**src/rtl/rxr_pkg.sv**
```systemverilog
package rxr_pkg;

  parameter int IDX_W     = 12;  // widest ring index
  parameter int LOG_MIN   = 5;   // smallest ring: 32 entries
  parameter int LOG_MAX   = 12;  // largest ring: 4096 entries
  parameter int TMO_W     = 8;   // timeout field width
  parameter int TMO_SHIFT = 5;   // timeout unit: 32 ticks
  parameter int CNT_W     = TMO_W + TMO_SHIFT;
  parameter int LEN_W     = 15;
  parameter int STEP_LSB  = 3;   // host index granularity: 8 entries

  typedef enum logic [1:0] {
    MODE_OFF   = 2'd0,
    MODE_DRAIN = 2'd1,
    MODE_RUN   = 2'd2,
    MODE_RSVD  = 2'd3
  } rxr_mode_e;

  typedef struct packed {
    rxr_mode_e        mode;
    logic [3:0]       ring_log;
    logic [1:0]       bsize;
    logic [1:0]       dest;
    logic [TMO_W-1:0] tmo;
  } rxr_cfg_t;

  function automatic rxr_cfg_t cfg_decode(input logic [31:0] w);
    rxr_cfg_t c;
    c.mode     = rxr_mode_e'(w[31:30]);
    c.ring_log = w[23:20];
    c.bsize    = w[17:16];
    c.dest     = w[13:12];
    c.tmo      = w[11:4];
    return c;
  endfunction

  function automatic logic [IDX_W-1:0] ring_mask(input logic [3:0] lg);
    int l;
    l = int'(lg);
    if (l < LOG_MIN) l = LOG_MIN;
    if (l > LOG_MAX) l = LOG_MAX;
    return IDX_W'((1 << l) - 1);
  endfunction

  function automatic logic [IDX_W-1:0] fill_limit(input logic [IDX_W-1:0] wptr,
                                                  input logic [3:0] lg);
    logic [IDX_W-1:0] step_clr;
    step_clr = ~IDX_W'((1 << STEP_LSB) - 1);
    return wptr & ring_mask(lg) & step_clr;
  endfunction

  function automatic logic [IDX_W-1:0] next_fill(input logic [IDX_W-1:0] idx,
                                                 input logic [3:0] lg);
    return (idx + 1'b1) & ring_mask(lg);
  endfunction

  function automatic logic [LEN_W-1:0] buf_bytes(input logic [1:0] code);
    logic [2:0] k;
    k = {1'b0, code} + 3'd1;
    return {k, 12'd0};
  endfunction

  function automatic logic [CNT_W-1:0] tmo_ticks(input logic [TMO_W-1:0] t);
    return {t, {TMO_SHIFT{1'b0}}};
  endfunction

endpackage

```
**src/rtl/rxr_cfg_regs.sv**
```systemverilog
module rxr_cfg_regs
  import rxr_pkg::*;
(
  input  logic             clk,
  input  logic             rst_n,
  input  logic             reg_we,
  input  logic             reg_sel,
  input  logic [31:0]      reg_wdata,
  output rxr_cfg_t         cfg,
  output logic [IDX_W-1:0] host_wptr
);

  always_ff @(posedge clk) begin
    if (!rst_n) begin
      cfg       <= '0;
      host_wptr <= '0;
    end else if (reg_we) begin
      if (reg_sel) host_wptr <= reg_wdata[IDX_W-1:0];
      else         cfg       <= cfg_decode(reg_wdata);
    end
  end

  // configuration stays cleared until the first configuration write
  a_r1_cfg_holds: assert property (@(posedge clk) disable iff (!rst_n)
    !(reg_we && !reg_sel) |=> (cfg == $past(cfg)));

endmodule

```
**src/rtl/rxr_fill_track.sv**
```systemverilog
module rxr_fill_track
  import rxr_pkg::*;
(
  input  logic             clk,
  input  logic             rst_n,
  input  rxr_cfg_t         cfg,
  input  logic [IDX_W-1:0] host_wptr,
  input  logic             frame_start,
  input  logic             frame_done,
  output logic             buf_open,
  output logic             close_evt,
  output logic             fetch_req,
  output logic [IDX_W-1:0] fetch_idx,
  output logic             stat_we,
  output logic [IDX_W-1:0] stat_idx
);

  logic [IDX_W-1:0] fill_idx;
  logic             slot_free;
  logic             accept;
  logic             abort;
  logic             mode_run;
  logic             mode_off;

  assign mode_run  = (cfg.mode == MODE_RUN);
  assign mode_off  = (cfg.mode == MODE_OFF) || (cfg.mode == MODE_RSVD);
  assign slot_free = (fill_idx != fill_limit(host_wptr, cfg.ring_log));
  assign accept    = frame_start && !buf_open && mode_run && slot_free;
  assign close_evt = frame_done && buf_open && !mode_off;
  assign abort     = buf_open && mode_off;

  always_ff @(posedge clk) begin
    if (!rst_n) begin
      fill_idx  <= '0;
      buf_open  <= 1'b0;
      fetch_req <= 1'b0;
      fetch_idx <= '0;
      stat_we   <= 1'b0;
      stat_idx  <= '0;
    end else begin
      fetch_req <= accept;
      stat_we   <= close_evt;
      if (accept) begin
        buf_open  <= 1'b1;
        fetch_idx <= fill_idx;
      end else if (close_evt) begin
        buf_open  <= 1'b0;
        fill_idx  <= next_fill(fill_idx, cfg.ring_log);
        stat_idx  <= next_fill(fill_idx, cfg.ring_log);
      end else if (abort) begin
        buf_open  <= 1'b0;
      end
    end
  end

  // a start on a full ring is never turned into a fetch
  a_r5_full_refuses: assert property (@(posedge clk) disable iff (!rst_n)
    (frame_start && !slot_free) |=> !fetch_req);

  // every close produces one status write with a moved fill index
  a_r4_close_reports: assert property (@(posedge clk) disable iff (!rst_n)
    close_evt |=> (stat_we && fill_idx != $past(fill_idx)));

  // off mode drops an open buffer in the next cycle
  a_r10_off_drops: assert property (@(posedge clk) disable iff (!rst_n)
    (buf_open && mode_off) |=> !buf_open);

  // a fetch request only follows a start seen in run mode
  a_r2_fetch_cause: assert property (@(posedge clk) disable iff (!rst_n)
    fetch_req |-> $past(frame_start && mode_run));

endmodule

```
**src/rtl/rxr_irq_timer.sv**
```systemverilog
module rxr_irq_timer
  import rxr_pkg::*;
(
  input  logic             clk,
  input  logic             rst_n,
  input  logic             close_evt,
  input  logic             us_tick,
  input  logic [TMO_W-1:0] tmo,
  input  logic [1:0]       dest,
  output logic             irq
);

  logic [CNT_W-1:0] cnt;
  logic [CNT_W-1:0] limit;
  logic             pending;
  logic             tmo_zero;
  logic             host_en;
  logic             expire;
  logic             fire;

  assign limit    = tmo_ticks(tmo);
  assign tmo_zero = (tmo == '0);
  assign host_en  = (dest == 2'b01);
  assign expire   = pending && !close_evt && us_tick && !tmo_zero &&
                    (cnt >= limit - CNT_W'(1));
  assign fire     = (close_evt && tmo_zero) || expire;

  always_ff @(posedge clk) begin
    if (!rst_n) begin
      cnt     <= '0;
      pending <= 1'b0;
      irq     <= 1'b0;
    end else begin
      irq <= fire && host_en;
      if (close_evt) begin
        pending <= !tmo_zero;
        cnt     <= '0;
      end else if (pending && us_tick) begin
        if (tmo_zero || expire) begin
          pending <= 1'b0;
          cnt     <= '0;
        end else begin
          cnt <= cnt + 1'b1;
        end
      end
    end
  end

  // interrupts reach the host only with the host target selected
  a_r7_host_only: assert property (@(posedge clk) disable iff (!rst_n)
    irq |-> ($past(dest) == 2'b01));

  // an interrupt always has a close or an armed timer behind it
  a_r8_irq_cause: assert property (@(posedge clk) disable iff (!rst_n)
    irq |-> $past(close_evt || pending));

endmodule

```
**src/rtl/rxring_dma.sv**
```systemverilog
module rxring_dma
  import rxr_pkg::*;
(
  input  logic             clk,
  input  logic             rst_n,
  input  logic             reg_we,
  input  logic             reg_sel,
  input  logic [31:0]      reg_wdata,
  input  logic             frame_start,
  input  logic             frame_done,
  input  logic             us_tick,
  output logic             fetch_req,
  output logic [IDX_W-1:0] fetch_idx,
  output logic [LEN_W-1:0] buf_len,
  output logic             stat_we,
  output logic [IDX_W-1:0] stat_idx,
  output logic             irq,
  output logic             idle
);

  rxr_cfg_t         cfg;
  logic [IDX_W-1:0] host_wptr;
  logic             buf_open;
  logic             close_evt;

  rxr_cfg_regs u_regs (
    .clk       (clk),
    .rst_n     (rst_n),
    .reg_we    (reg_we),
    .reg_sel   (reg_sel),
    .reg_wdata (reg_wdata),
    .cfg       (cfg),
    .host_wptr (host_wptr)
  );

  rxr_fill_track u_fill (
    .clk         (clk),
    .rst_n       (rst_n),
    .cfg         (cfg),
    .host_wptr   (host_wptr),
    .frame_start (frame_start),
    .frame_done  (frame_done),
    .buf_open    (buf_open),
    .close_evt   (close_evt),
    .fetch_req   (fetch_req),
    .fetch_idx   (fetch_idx),
    .stat_we     (stat_we),
    .stat_idx    (stat_idx)
  );

  rxr_irq_timer u_tmr (
    .clk       (clk),
    .rst_n     (rst_n),
    .close_evt (close_evt),
    .us_tick   (us_tick),
    .tmo       (cfg.tmo),
    .dest      (cfg.dest),
    .irq       (irq)
  );

  assign buf_len = buf_bytes(cfg.bsize);
  assign idle    = !buf_open && (cfg.mode != MODE_RUN);

  // idle never shows while a buffer is still open
  a_r9_idle_closed: assert property (@(posedge clk) disable iff (!rst_n)
    idle |-> !buf_open);

  // run mode is never reported idle
  a_r11_run_busy: assert property (@(posedge clk) disable iff (!rst_n)
    (cfg.mode == MODE_RUN) |-> !idle);

endmodule

```
**config.mk**
```make
export PLATFORM = sky130hd
export DESIGN_NAME = rxring_dma
export DESIGN_NICKNAME = d
export VERILOG_FILES = /design/src/rtl/rxr_pkg.sv /design/src/rtl/rxr_cfg_regs.sv /design/src/rtl/rxr_fill_track.sv /design/src/rtl/rxr_irq_timer.sv /design/src/rtl/rxring_dma.sv
export SDC_FILE = /design/constraint.sdc
export NUM_CORES = 1
export LEC_CHECK = 0
export BUFFER_PORTS_ARGS = -buffer_cell sky130_fd_sc_hd__buf_2
export CORE_AREA = 2 2 106 108
export CTS_BUF_LIST = sky130_fd_sc_hd__clkbuf_4
export CTS_CLUSTER_DIAMETER = 60
export DETAILED_ROUTE_END_ITERATION = 7
export DIE_AREA = 0 0 108 110
export GPL_TIMING_DRIVEN = 0
export MAX_ROUTING_LAYER = met4
export PLACE_DENSITY_LB_ADDON = 0.1
export SETUP_SLACK_MARGIN = 0.1
export SLEW_MARGIN = 20
export SYNTH_ARGS = -nofsm -noshare
export SYNTH_HDL_FRONTEND = slang
export SYNTH_SLANG_ARGS = --single-unit
```
**constraint.sdc**
```tcl
create_clock -name clk -period 1.98 [get_ports clk]
set_input_delay 0.099 -clock clk [delete_from_list [all_inputs] [get_ports clk]]
set_output_delay 0.099 -clock clk [all_outputs]
set_load 0.02 [all_outputs]
```
==> flow_summary_export.csv <==
group,metric,value,unit
pwr,vdd_ir_drop_max,0.000308,V
sta,rsz0062_at_grt,"yes",
clocking,htreeDepth,3,
sta,worst_slew_pin_slew,0.610,ns
clocking,clock_sinks,69,
drt,drt-pass1-iter-count,4,
min_path,hold_depth,4,
cells_and_area,area_growth,37.4,%
clocking,cts_tree,"yes",
yosys,ys_dominant_reg_cell,"dfxtp_1",
placement,io_buffers,56,
sta,period_minus_slack,2.10,ns
yosys,avgSynthCellArea,8.24,sq um
setup_path,required,2.36,ns
flow_run,drv_cap,0,
pwr,leakage,2.05,nW
min_path,hp-start,"us_tick",
status,status,"finished with violations",
cells_and_area,layout-drive-gt1-share,31.9,%
yosys,ys_warn_count,0,
drt,drt_iter0_drc,119,
die,fp.dieW,108,um
yosys,synth_area_leader_cell,"dfxtp_1",
grt,grt-ovfl-total,0,
sta,hold_viol_final,0,
grt,grt_max_degree,13,
sta,fin_ws,-0.117,ns
setup_path,ff2ff_path_depth,11,
setup_path,slowest_delay,0.38,ns
setup_path,path_cells,"nor3_4 -> nand3_2 -> nor3_2 -> xnor2_1 -> ha_1 -> a21oi_2 -> nand2_1 -> a21oi_4 -> o21bai_4 -> buf_6 -> nor2_1",
setup_path,critPathKind,"flip-flop to flip-flop",
die,dieArea,11900,sq um
die,fp.dieH,110,um
yosys,synth_area_leaders,"dfxtp_1 38%, nand2_1 10%, a21boi_1 6.6%",
setup_path,cp_max_fo,5,
clocking,numCtsBuffers,9,
drt,drc,0,
cells_and_area,fin_area,5040,sq um
cells_and_area,final_util,47.1,%
sta,fin_crit_sh,106,%
setup_path,rr_endpoint,"u_tmr.cnt[8]$_SDFFE_PP0P_",
die,core-area,10700,sq um
placement,hpwl,7000,um
die,ios,82,
grt,antenna_found_initial,0,
setup_path,cp.arrival,2.48,ns
drt,route.final.wire_length,9930,um
grt,grt_pass1_wl,15800,um
setup_path,critPathTopFamily,"simple AND/OR/NAND/NOR gates",
drt,avgViaCountPerCell,4.74,
yosys,synth_top_cell_area_share,37.7,%
drt,vias,3367,
setup_path,r2r_setup_slack,-0.12,ns
drt,ant_nets,0,
grt,grtUsageTotal,17.7,%
grt,grt_pass1_vias,3240,
setup_path,regToRegStartpoint,"u_regs.cfg[3]$_SDFFE_PN0P_",
yosys,syn_area,3670,sq um
setup_path,crit_slowest_cell,"dfxtp_4",
min_path,hold-path-endpoint,"u_tmr.pending$_SDFFE_PN0P_",
sta,finClkSkew,0.0126,ns
sta,tns,-1.33,ns
sta,final_max_slew_viol_count,0,
clocking,root_buffer,"clkbuf_4",
sta,slew_headroom,59.0,%
setup_path,path_buf_inv,1,
placement,placed_area,4220,sq um
placement,gp_congestion,0.817,
die,num_rows,38,
cells_and_area,diodes,0,
setup_path,startpoint_type,"flip-flop",
sta,timing.fmax,477,MHz
cells_and_area,final-instance-count-excl-fill,711,
cells_and_area,num-nets-final,620,
yosys,synth_cell_types,53,
yosys,postSynthCellCount,445,
sta,setup_violations,13,
yosys,synth_edf_count,0,
drt,wire_per_inst,14.0,um
yosys,async_reset_ff_share,0,%
yosys,synth_seq_area_share,37.7,%
die,initial_core_util,34.3,%
status,violations,"negative setup slack",
pwr,power-per-cell-area,554,nW/um^2
clocking,clock_path_buffers,2,
yosys,synth-seq-cells,69,
placement,placedCellCount,653,
setup_path,cp-end-kind,"flip-flop",
clocking,clk-insertion-delay-late,0.43,ns
clocking,path_clk_slew,0.12,ns
min_path,hp-class,"input port to flip-flop",
[registers in the layout (all words and copies together) (netlist names)]
| register | cells |
|---|---|
| u_tmr.pending | 1 |
| u_fill.fetch_req | 1 |
| u_tmr.cnt | 13 |
| u_tmr.irq | 1 |
| u_fill.stat_we | 1 |
| u_regs.host_wptr | 9 |
| u_fill.fetch_idx | 12 |
| u_fill.buf_open | 1 |
| u_regs.cfg | 18 |
| u_fill.stat_idx | 12 |
[stage by stage]
stage / power, W / hold slack [ns] / setup slack, ns
after detailed placement: 0.00179 / 0.347 / -0.293
after global placement: 0.00178 / 0.338 / -0.230
after floorplan: 0.00169 / 0.226 / 0.0192
final: 0.00279 / 0.0539 / -0.117
after global routing: 0.00294 / 0.0753 / -0.269
after CTS: 0.00279 / 0.0393 / -0.0781
[area by class of cell]
cell class                      instances  area [sq um]
Inverter                               10          40.0
Fill cell                            1082          5660
Sequential cell                        69          1420
Buffer                                 37           251
Timing Repair Buffer                   98           689
Clock inverter                          6          63.8
Clock buffer                           10          75.1
Multi-Input combinational cell        341          2330
Tap cell                              140           175
[placed cells by master (no fill, tap or decap), types with 5 or more instances in the layout]
cell / Yosys / final
xor2_1: 15 / 14
a21boi_1: 32 / 32
nand3_1: 22 / 19
ha_1: 15 / 12
conb_1: 2 / 14
nand2_1: 98 / 98
nand3b_1: 5 / 5
a21oi_1: 10 / 6
mux2i_1: 11 / 11
dfxtp_2: 0 / 12
buf_4: 13 / 28
clkbuf_4: 0 / 10
xnor2_1: 14 / 13
nor2_1: 24 / 19
dlygate4sd3_1: 0 / 21
inv_2: 0 / 5
clkbuf_1: 16 / 15
buf_2: 5 / 58
dfxtp_1: 69 / 52
dfxtp_4: 0 / 5
and3_1: 11 / 9
buf_6: 2 / 7
[timing repair]
item / 4_1_cts / 5_1_grt
hold buffers: 21 / 0
endpoints found under the hold margin: 30 / 0
buffers inserted: 12 / 8
gates resized for setup: 24 / 60
gates cloned: 1 / 1
setup endpoints to repair: 28 / 35
pin swaps: 18 / 19
[Yosys cell counts, drive strengths merged, types with 3 or more instances]
master,instances
ha,15
nand2,100
buf,21
a21boi,33
nand3b,5
dfxtp,69
nand3,22
clkbuf,16
nor2b,5
nand2b,3
nor3b,4
mux2i,11
a31oi,4
nor3,9
xnor2,14
nor4,3
xor2,15
and3,11
and2,4
a21oi,10
o21ai,10
nor2,24
inv,10
[routing by layer]
metal / routed length, um / up-vias / track usage (%)
met2: 4780 / 61 / 28.3
met3: 330 / 13 / 2.76
met1: 4660 / 1560 / 22.6
li1: - / 1733 / -
met5: 0 / - / -
met4: 154 / 0 / 7.23
[power by group]
part,leakage (nW),total (W),switching [W],internal [W]
registers,0.568,0.00143,0.0000237,0.00141
logic,1.41,0.000418,0.000222,0.000196
clock network,0.0740,0.000941,0.000544,0.000397
total,2.05,0.00279,0.000790,0.00200
[worst reg2reg max path, cell delays in order (launching register included)]
cell and delay [ns]:
dfxtp_4 0.38, nor3_4 0.22, nand3_2 0.13, nor3_2 0.14
xnor2_1 0.11, ha_1 0.33, a21oi_2 0.16, nand2_1 0.09
a21oi_4 0.16, o21bai_4 0.09, buf_6 0.15, nor2_1 0.10
[how the worst max path moves through the flow]
stage                                    start                   endpoint  slack [ns]  cells after the start
detailed placement  u_regs.cfg[3]$_SDFFE_PN0P_  u_tmr.cnt[8]$_SDFFE_PP0P_       -0.29                     11
global placement    u_regs.cfg[3]$_SDFFE_PN0P_  u_tmr.cnt[8]$_SDFFE_PP0P_       -0.23                     11
finish              u_regs.cfg[3]$_SDFFE_PN0P_  u_tmr.cnt[8]$_SDFFE_PP0P_       -0.12                     11
global route        u_regs.cfg[3]$_SDFFE_PN0P_  u_tmr.cnt[0]$_SDFFE_PP0P_       -0.27                     11
floorplan           u_regs.cfg[4]$_SDFFE_PN0P_  u_tmr.cnt[5]$_SDFFE_PP0P_        0.02                     11
CTS                 u_regs.cfg[3]$_SDFFE_PN0P_  u_tmr.cnt[8]$_SDFFE_PP0P_       -0.08                     11
[cells by family (layout without fill, tap and decap cells)]
| kind of cell | Yosys count | count (layout) | share of synthesized area, % |
|---|---|---|---|
| and+or+nand+nor | 198 | 198 | 25.5 |
| DFF | 69 | 69 | 37.7 |
| xor gates and xnor gates | 29 | 29 | 6.93 |
| AOI/OAI and AO/OA | 74 | 74 | 14.5 |
| other | 2 | 14 | 0.205 |
| muxes | 11 | 11 | 3.00 |
| adders and majority gates | 15 | 15 | 5.12 |
| buffers and inverters | 47 | 161 | 7.03 |
No activity file was read; power rests on OpenSTA's default activity.
